**src/rtl/cct_pkg.sv**
```systemverilog
package cct_pkg;
  localparam logic [1:0] EDGE_NONE = 2'b00;
  localparam logic [1:0] EDGE_RISE = 2'b01;
  localparam logic [1:0] EDGE_FALL = 2'b10;
  localparam logic [1:0] EDGE_BOTH = 2'b11;

  typedef struct packed {
    logic hiStep;     // advance full count or upper half
    logic loStep;     // advance lower half (split mode)
    logic hiCompare;  // upper/full count runs as compare timer
    logic capStb;     // latch count into capture register
  } strobe_t;
endpackage

```
**src/rtl/cct_sync.sv**
```systemverilog
module cct_sync #(
  parameter int STAGES = 2
) (
  input  logic clk,
  input  logic rst_n,
  input  logic d,
  output logic q
);
  logic [STAGES-1:0] sh;

  always_ff @(posedge clk or negedge rst_n) begin
    if (!rst_n) begin
      sh <= '0;
    end else begin
      sh[0] <= d;
      for (int i = 1; i < STAGES; i++) sh[i] <= sh[i-1];
    end
  end

  assign q = sh[STAGES-1];
endmodule

```
**src/rtl/cct_ctrl.sv**
```systemverilog
module cct_ctrl
  import cct_pkg::*;
#(
  parameter int DIV_W       = 3,
  parameter int SYNC_STAGES = 2
) (
  input  logic             clk,
  input  logic             rst_n,
  input  logic             runEn,
  input  logic             cfgSplit,
  input  logic             cfgCounter,
  input  logic [1:0]       cfgEdge,
  input  logic [DIV_W-1:0] cfgDiv,
  input  logic             cfgSlowClk,
  input  logic             capPin,
  input  logic             slowClk,
  output strobe_t          stb
);
  localparam int PRE_W = (1 << DIV_W) - 1;

  logic pinS, pinPrev, slowS, slowPrev;

  cct_sync #(.STAGES(SYNC_STAGES)) uPinSync  (.clk(clk), .rst_n(rst_n), .d(capPin),  .q(pinS));
  cct_sync #(.STAGES(SYNC_STAGES)) uSlowSync (.clk(clk), .rst_n(rst_n), .d(slowClk), .q(slowS));

  always_ff @(posedge clk or negedge rst_n) begin
    if (!rst_n) begin
      pinPrev  <= 1'b0;
      slowPrev <= 1'b0;
    end else begin
      pinPrev  <= pinS;
      slowPrev <= slowS;
    end
  end

  logic pinRise, pinFall, pinHit, slowRise, baseTick;
  assign pinRise  = pinS & ~pinPrev;
  assign pinFall  = ~pinS & pinPrev;
  assign pinHit   = (cfgEdge[0] & pinRise) | (cfgEdge[1] & pinFall);
  assign slowRise = slowS & ~slowPrev;
  assign baseTick = cfgSlowClk ? slowRise : 1'b1;

  // prescaler: wraps after 2^cfgDiv base ticks
  logic [PRE_W:0]   divFull;
  logic [PRE_W-1:0] divMask, preCnt;
  logic             preWrap, timerTick;
  assign divFull   = (PRE_W+1)'(1) << cfgDiv;
  assign divMask   = divFull[PRE_W-1:0] - 1'b1;
  assign preWrap   = preCnt >= divMask;
  assign timerTick = runEn && baseTick && preWrap;

  always_ff @(posedge clk or negedge rst_n) begin
    if (!rst_n)        preCnt <= '0;
    else if (!runEn)   preCnt <= '0;
    else if (baseTick) preCnt <= preWrap ? '0 : preCnt + 1'b1;
  end

  always_comb begin
    stb.hiStep    = runEn && (cfgCounter ? pinHit : timerTick);
    stb.loStep    = cfgSplit && timerTick;
    stb.hiCompare = !cfgCounter && (cfgEdge == EDGE_NONE);
    stb.capStb    = runEn && !cfgCounter && pinHit;
  end
endmodule

```
**src/rtl/cct_datapath.sv**
```systemverilog
module cct_datapath
  import cct_pkg::*;
#(
  parameter int HALF_W = 8
) (
  input  logic                clk,
  input  logic                rst_n,
  input  strobe_t             stb,
  input  logic                cfgSplit,
  input  logic [2*HALF_W-1:0] reloadVal,
  input  logic [2*HALF_W-1:0] compareVal,
  input  logic [3:0]          clrFlags,
  output logic [2*HALF_W-1:0] count,
  output logic [2*HALF_W-1:0] captureVal,
  output logic                ovfFlag,
  output logic                cmpFlag,
  output logic                capFlag,
  output logic                cmpLoFlag
);
  localparam int CNT_W = 2 * HALF_W;

  logic [CNT_W-1:0]  cnt, nextCnt, capNext;
  logic [HALF_W-1:0] hiCnt, loCnt;
  logic              setOvf, setCmp, setCmpLo;

  assign hiCnt = cnt[CNT_W-1:HALF_W];
  assign loCnt = cnt[HALF_W-1:0];

  always_comb begin
    nextCnt  = cnt;
    setOvf   = 1'b0;
    setCmp   = 1'b0;
    setCmpLo = 1'b0;
    if (!cfgSplit) begin
      if (stb.hiStep) begin
        if (stb.hiCompare) begin
          if (cnt == compareVal) begin nextCnt = '0; setCmp = 1'b1; end
          else nextCnt = cnt + 1'b1;
        end else if (cnt == {CNT_W{1'b1}}) begin
          nextCnt = reloadVal; setOvf = 1'b1;
        end else begin
          nextCnt = cnt + 1'b1;
        end
      end
    end else begin
      if (stb.hiStep) begin
        if (stb.hiCompare) begin
          if (hiCnt == compareVal[CNT_W-1:HALF_W]) begin
            nextCnt[CNT_W-1:HALF_W] = '0; setCmp = 1'b1;
          end else nextCnt[CNT_W-1:HALF_W] = hiCnt + 1'b1;
        end else if (hiCnt == {HALF_W{1'b1}}) begin
          nextCnt[CNT_W-1:HALF_W] = reloadVal[CNT_W-1:HALF_W]; setOvf = 1'b1;
        end else begin
          nextCnt[CNT_W-1:HALF_W] = hiCnt + 1'b1;
        end
      end
      if (stb.loStep) begin
        if (loCnt == compareVal[HALF_W-1:0]) begin
          nextCnt[HALF_W-1:0] = '0; setCmpLo = 1'b1;
        end else nextCnt[HALF_W-1:0] = loCnt + 1'b1;
      end
    end
    capNext = cfgSplit ? {hiCnt, {HALF_W{1'b0}}} : cnt;
  end

  always_ff @(posedge clk or negedge rst_n) begin
    if (!rst_n) begin
      cnt        <= '0;
      captureVal <= '0;
      ovfFlag    <= 1'b0;
      cmpFlag    <= 1'b0;
      capFlag    <= 1'b0;
      cmpLoFlag  <= 1'b0;
    end else begin
      cnt <= nextCnt;
      if (stb.capStb) captureVal <= capNext;
      ovfFlag   <= (ovfFlag   & ~clrFlags[0]) | setOvf;
      cmpFlag   <= (cmpFlag   & ~clrFlags[1]) | setCmp;
      capFlag   <= (capFlag   & ~clrFlags[2]) | stb.capStb;
      cmpLoFlag <= (cmpLoFlag & ~clrFlags[3]) | setCmpLo;
    end
  end

  assign count = cnt;
endmodule

```
**src/rtl/cap_cmp_timer.sv**
```systemverilog
module cap_cmp_timer
  import cct_pkg::*;
#(
  parameter int HALF_W      = 8,
  parameter int DIV_W       = 3,
  parameter int SYNC_STAGES = 2
) (
  input  logic                clk,
  input  logic                rst_n,
  input  logic                runEn,
  input  logic                cfgSplit,
  input  logic                cfgCounter,
  input  logic [1:0]          cfgEdge,
  input  logic [DIV_W-1:0]    cfgDiv,
  input  logic                cfgSlowClk,
  input  logic [2*HALF_W-1:0] reloadVal,
  input  logic [2*HALF_W-1:0] compareVal,
  input  logic [3:0]          clrFlags,
  input  logic                capPin,
  input  logic                slowClk,
  output logic [2*HALF_W-1:0] count,
  output logic [2*HALF_W-1:0] captureVal,
  output logic                ovfFlag,
  output logic                cmpFlag,
  output logic                capFlag,
  output logic                cmpLoFlag
);
  strobe_t stb;

  cct_ctrl #(.DIV_W(DIV_W), .SYNC_STAGES(SYNC_STAGES)) uCtrl (
    .clk(clk), .rst_n(rst_n), .runEn(runEn), .cfgSplit(cfgSplit),
    .cfgCounter(cfgCounter), .cfgEdge(cfgEdge), .cfgDiv(cfgDiv),
    .cfgSlowClk(cfgSlowClk), .capPin(capPin), .slowClk(slowClk), .stb(stb)
  );

  cct_datapath #(.HALF_W(HALF_W)) uDp (
    .clk(clk), .rst_n(rst_n), .stb(stb), .cfgSplit(cfgSplit),
    .reloadVal(reloadVal), .compareVal(compareVal), .clrFlags(clrFlags),
    .count(count), .captureVal(captureVal), .ovfFlag(ovfFlag),
    .cmpFlag(cmpFlag), .capFlag(capFlag), .cmpLoFlag(cmpLoFlag)
  );
endmodule

```
**config.mk**
```make
export PLATFORM = sky130hd
export DESIGN_NAME = cap_cmp_timer
export DESIGN_NICKNAME = d
export VERILOG_FILES = /design/src/rtl/cct_pkg.sv /design/src/rtl/cct_sync.sv /design/src/rtl/cct_ctrl.sv /design/src/rtl/cct_datapath.sv /design/src/rtl/cap_cmp_timer.sv
export SDC_FILE = /design/constraint.sdc
export NUM_CORES = 1
export LEC_CHECK = 0
export ABC_CLOCK_PERIOD_IN_PS = 2100
export BUFFER_PORTS_ARGS = -buffer_cell sky130_fd_sc_hd__clkbuf_2
export CORE_MARGIN = 2
export CORE_UTILIZATION = 49
export CTS_BUF_LIST = sky130_fd_sc_hd__clkbuf_4 sky130_fd_sc_hd__clkbuf_8 sky130_fd_sc_hd__clkbuf_16
export DETAILED_ROUTE_END_ITERATION = 8
export PLACE_DENSITY_LB_ADDON = 0.25
export RECOVER_POWER = 25
export SLEW_MARGIN = 20
export SYNTH_ARGS = -nofsm -noshare
export SYNTH_HDL_FRONTEND = slang
export SYNTH_SLANG_ARGS = --single-unit
```
**constraint.sdc**
```tcl
create_clock -name clk -period 2.1 [get_ports clk]
set_input_delay 0 -clock clk [delete_from_list [all_inputs] [get_ports clk]]
set_output_delay 0 -clock clk [all_outputs]
set_load 0.03 [all_outputs]
```
==> results_dict.tcl <==
set metrics [dict create \
    status "finished, violations left" \
    violations "negative setup slack" \
    insertion_delay_ns 0.30 \
    hold_viol 0 \
    place_area_sq_mm 0.004294 \
    post-place-ws_ns -0.6899 \
    yosysMostFrequentCell "dfrtp_1" \
    p_leak_uw 0.002127 \
    async_reset_ff_share_pct 100.0 \
    grt_max_degree 28 \
    postRouteAntennaNets 0 \
    die_area_sq_mm 0.007775 \
    die_x_um 88.18 \
    clkTransAtPathRegs_ns 0.10 \
    fmax_ghz 0.4207 \
    grt_pass1_wl_um 15410 \
    sw_frac_of_total_pct 40.31 \
    period_share_pct 113.2 \
    setup_viol 26 \
    cts_tree "done" \
    final_area_sq_mm 0.004676 \
    start_util_pct 50.82 \
    comb_power_share_pct 45.9 \
    drive_gt1_share_pct 43.00 \
    synth.avg_cell_area_sq_um 9.161 \
    cts_inserted_buffers 5 \
    slew_viol_final 0 \
    rows 30 \
    skew_ns 0.006093 \
    cts.sinks 49 \
    cp_data_required_time_ns 2.30 \
    seqPwrFrac_pct 34.8 \
    drc_errors 0 \
    num_antenna_cells 0 \
    met2_length_um 4626 \
    wl_per_cell_um 15.90 \
    yosysUniqueCellTypes 71 \
    ys_top_cells_by_area "dfrtp_1, xnor2_1, nand2_1" \
    ios 85 \
    critPathMaxFanout 5 \
    top_layer_used "met4" \
    grt_pass1_vias 3232 \
    yosys.area.top_type "dfrtp_1" \
    grt_overflow 0 \
    synth_common_cells "dfrtp_1, nand2_1, nor2_1" \
    dp_hpwl_um 7393 \
    clockRootBuffer "clkbuf_8" \
    drt-initial-drc-count 181 \
    crit_arrival_ns 2.57 \
    worst_setup_path_end_kind "register" \
    synth.top_cell.area_share_pct 35.32 \
    grt_use_total_pct 25.48 \
    ys_seq_elements 49 \
    h-tree-depth 2 \
    fin_nets 573 \
    portBuffers 84 \
    vias 3409 \
    synth-edff-count 0 \
    avgViaCountPerCell 5.589 \
    die_h_um 88.18 \
    hp-class "in -> reg" \
    layout_setup_ws_ns -0.2769 \
    syn-num-nets 439 \
    dr.pass1.iters 7 \
    synth_area_sq_mm 0.003472 \
    clkPwrFrac_pct 19.3 \
    cpPeakStageDelay_ns 0.26 \
    synth-seq-area-share_pct 35.32 \
    min_period_ns 2.377 \
    max_cap_viol_count 0 \
    crit_type "in -> reg" \
    synth-main-ff-cell "dfrtp_1" \
    cp-start-kind "primary input" \
    routabilityCongestion 0.9104 \
    antenna_found_initial 0 \
    synthCells 379 \
    path_common_cell "buf_4" \
    worstPathCellList "buf_6, buf_4, buf_4, buf_4, nand2_2, ha_4, nor3_2, a21oi_1, o21a_1, ha_4, a211o_1, o211ai_1, o311ai_4, buf_4, o211ai_1, a21oi_1, a221o_1" \
    worst_slew_pin_slew_ns 1.414 \
    core_area_sq_mm 0.006832 \
    vdd_ir_drop_max_v 0.0005281 \
    internal_power_uw 2159 \
    clockBufferDepth 2 \
    met3_length_um 573 \
    area_growth_pct 34.67 \
    cellPowerDensity_mw_per_mm2 773.7 \
    grt_setup_unrepaired "yes" \
    crit_slowest_cell "a221o_1" \
    yosysWarnings 0 \
    wl_met1_um 4291 \
    switching_power_uw 1458 \
    finalWirelength_um 9702 \
    fill_cells 548 \
    relSlewSlack_pct 5.702 \
]
per-stage QoR:
stage               std cells  TNS, ns  util [%]  hold WS, ns  power (uW)
floorplan                 379   -9.049         -      -0.2956        2407
global placement          587   -11.88     62.86      0.04548        2836
detailed placement        587   -14.38     62.86      0.05013        2873
CTS                       607   -4.741     67.05      0.04680        3613
global route              610   -7.948     68.44      0.06044        3825
finish                    610   -4.597     68.44      0.05132        3618
flip-flops by register name, summed over array words and instances, names as in the netlist:
signal              count
uCtrl.pinPrev           1
uCtrl.preCnt            7
uCtrl.slowPrev          1
uCtrl.uPinSync.sh       2
uCtrl.uSlowSync.sh      2
uDp.capFlag             1
uDp.captureVal         16
uDp.cmpFlag             1
uDp.cmpLoFlag           1
uDp.count              16
uDp.ovfFlag             1
layout by cell type (no fill, tap or decap), types with 5 or more instances in the layout:
master | synthesis | layout
clkbuf_2 | 2 | 82
buf_4 | 11 | 60
dfrtp_1 | 49 | 49
nand2_1 | 42 | 37
nor2_1 | 27 | 22
xnor2_1 | 21 | 21
o21ai_0 | 24 | 18
inv_1 | 16 | 16
a21oi_1 | 17 | 13
mux2_2 | 10 | 10
ha_1 | 11 | 9
nand3_1 | 8 | 8
dlygate4sd3_1 | 0 | 8
o211ai_1 | 7 | 7
nand2_2 | 2 | 7
nand4_1 | 7 | 7
o21ai_1 | 3 | 7
buf_6 | 7 | 7
a22o_1 | 6 | 6
o31ai_1 | 6 | 5
clkbuf_8 | 1 | 5
worst paths after layout:
check,from,to,slack (ns),cells after the start
max,cfgDiv[0],uDp.count[15]$_DFFE_PN0P_,-0.28,17
min,reloadVal[12],uDp.count[12]$_DFFE_PN0P_,0.05,4
max reg2reg,uCtrl.preCnt[0]$_DFFE_PN0P_,uDp.count[15]$_DFFE_PN0P_,-0.16,9
min reg2reg,uCtrl.uPinSync.sh[0]$_DFF_PN0_,uCtrl.uPinSync.sh[1]$_DFF_PN0_,0.36,0
max in group asynchronous,rst_n,uDp.count[9]$_DFFE_PN0P_,0.72,2
min in group asynchronous,rst_n,uDp.count[14]$_DFFE_PN0P_,0.55,2
cells by family after synthesis:
kind of cell	Yosys count	share of synthesized area (%)
AND/OR/NAND/NOR	130	20.54
AO/OA/AOI/OAI	103	21.30
buffers and inverters	49	8.757
flip-flops	49	35.32
XOR/XNOR	25	6.306
multiplexers	12	3.820
adder cells (fa/ha/maj)	11	3.964
power groups by stage:
stage	logic [uW]	clock network, uW	registers, uW
after global placement	1570	0	1270
after CTS	1640	715	1260
after detailed placement	1600	0	1270
final	1660	699	1260
after global routing	1800	752	1280
after floorplan	946	0	1460
worst max-delay path, delay by kind of cell:
| family | cells | cell delay [ns] |
|---|---|---|
| AND/OR/NAND/NOR | 2 | 0.11 |
| buffers and inverters | 5 | 0.65 |
| AO/OA/AOI/OAI | 8 | 1.45 |
| adder cells (fa/ha/maj) | 2 | 0.36 |
cell type report:
type                    count  area [sq um]  share of cell area (%)
repair buffers            159          1044                   22.32
well taps                  96         120.1                   2.569
clock buffers               5         68.82                   1.472
clock inverters             3         46.29                  0.9901
multi-input cells         281          2107                   45.06
inverters                  17         63.81                   1.365
flip-flops and latches     49          1226                   26.22
routing by layer:
metal | GRT usage, % | vias to the layer above
met2 | 41.29 | 140
met4 | 7.576 | 0
met1 | 34.97 | 1623
met5 | 0 | -
li1 | - | 1623
met3 | 4.524 | 23
what timing repair did:
action	4_1_cts	5_1_grt
hold endpoints to repair	30	0
hold buffers	8	0
resized for setup	17	19
pin swaps	11	13
endpoints found under the setup margin	26	26
buffers inserted	5	3
Power figures use the tool's default switching activity.
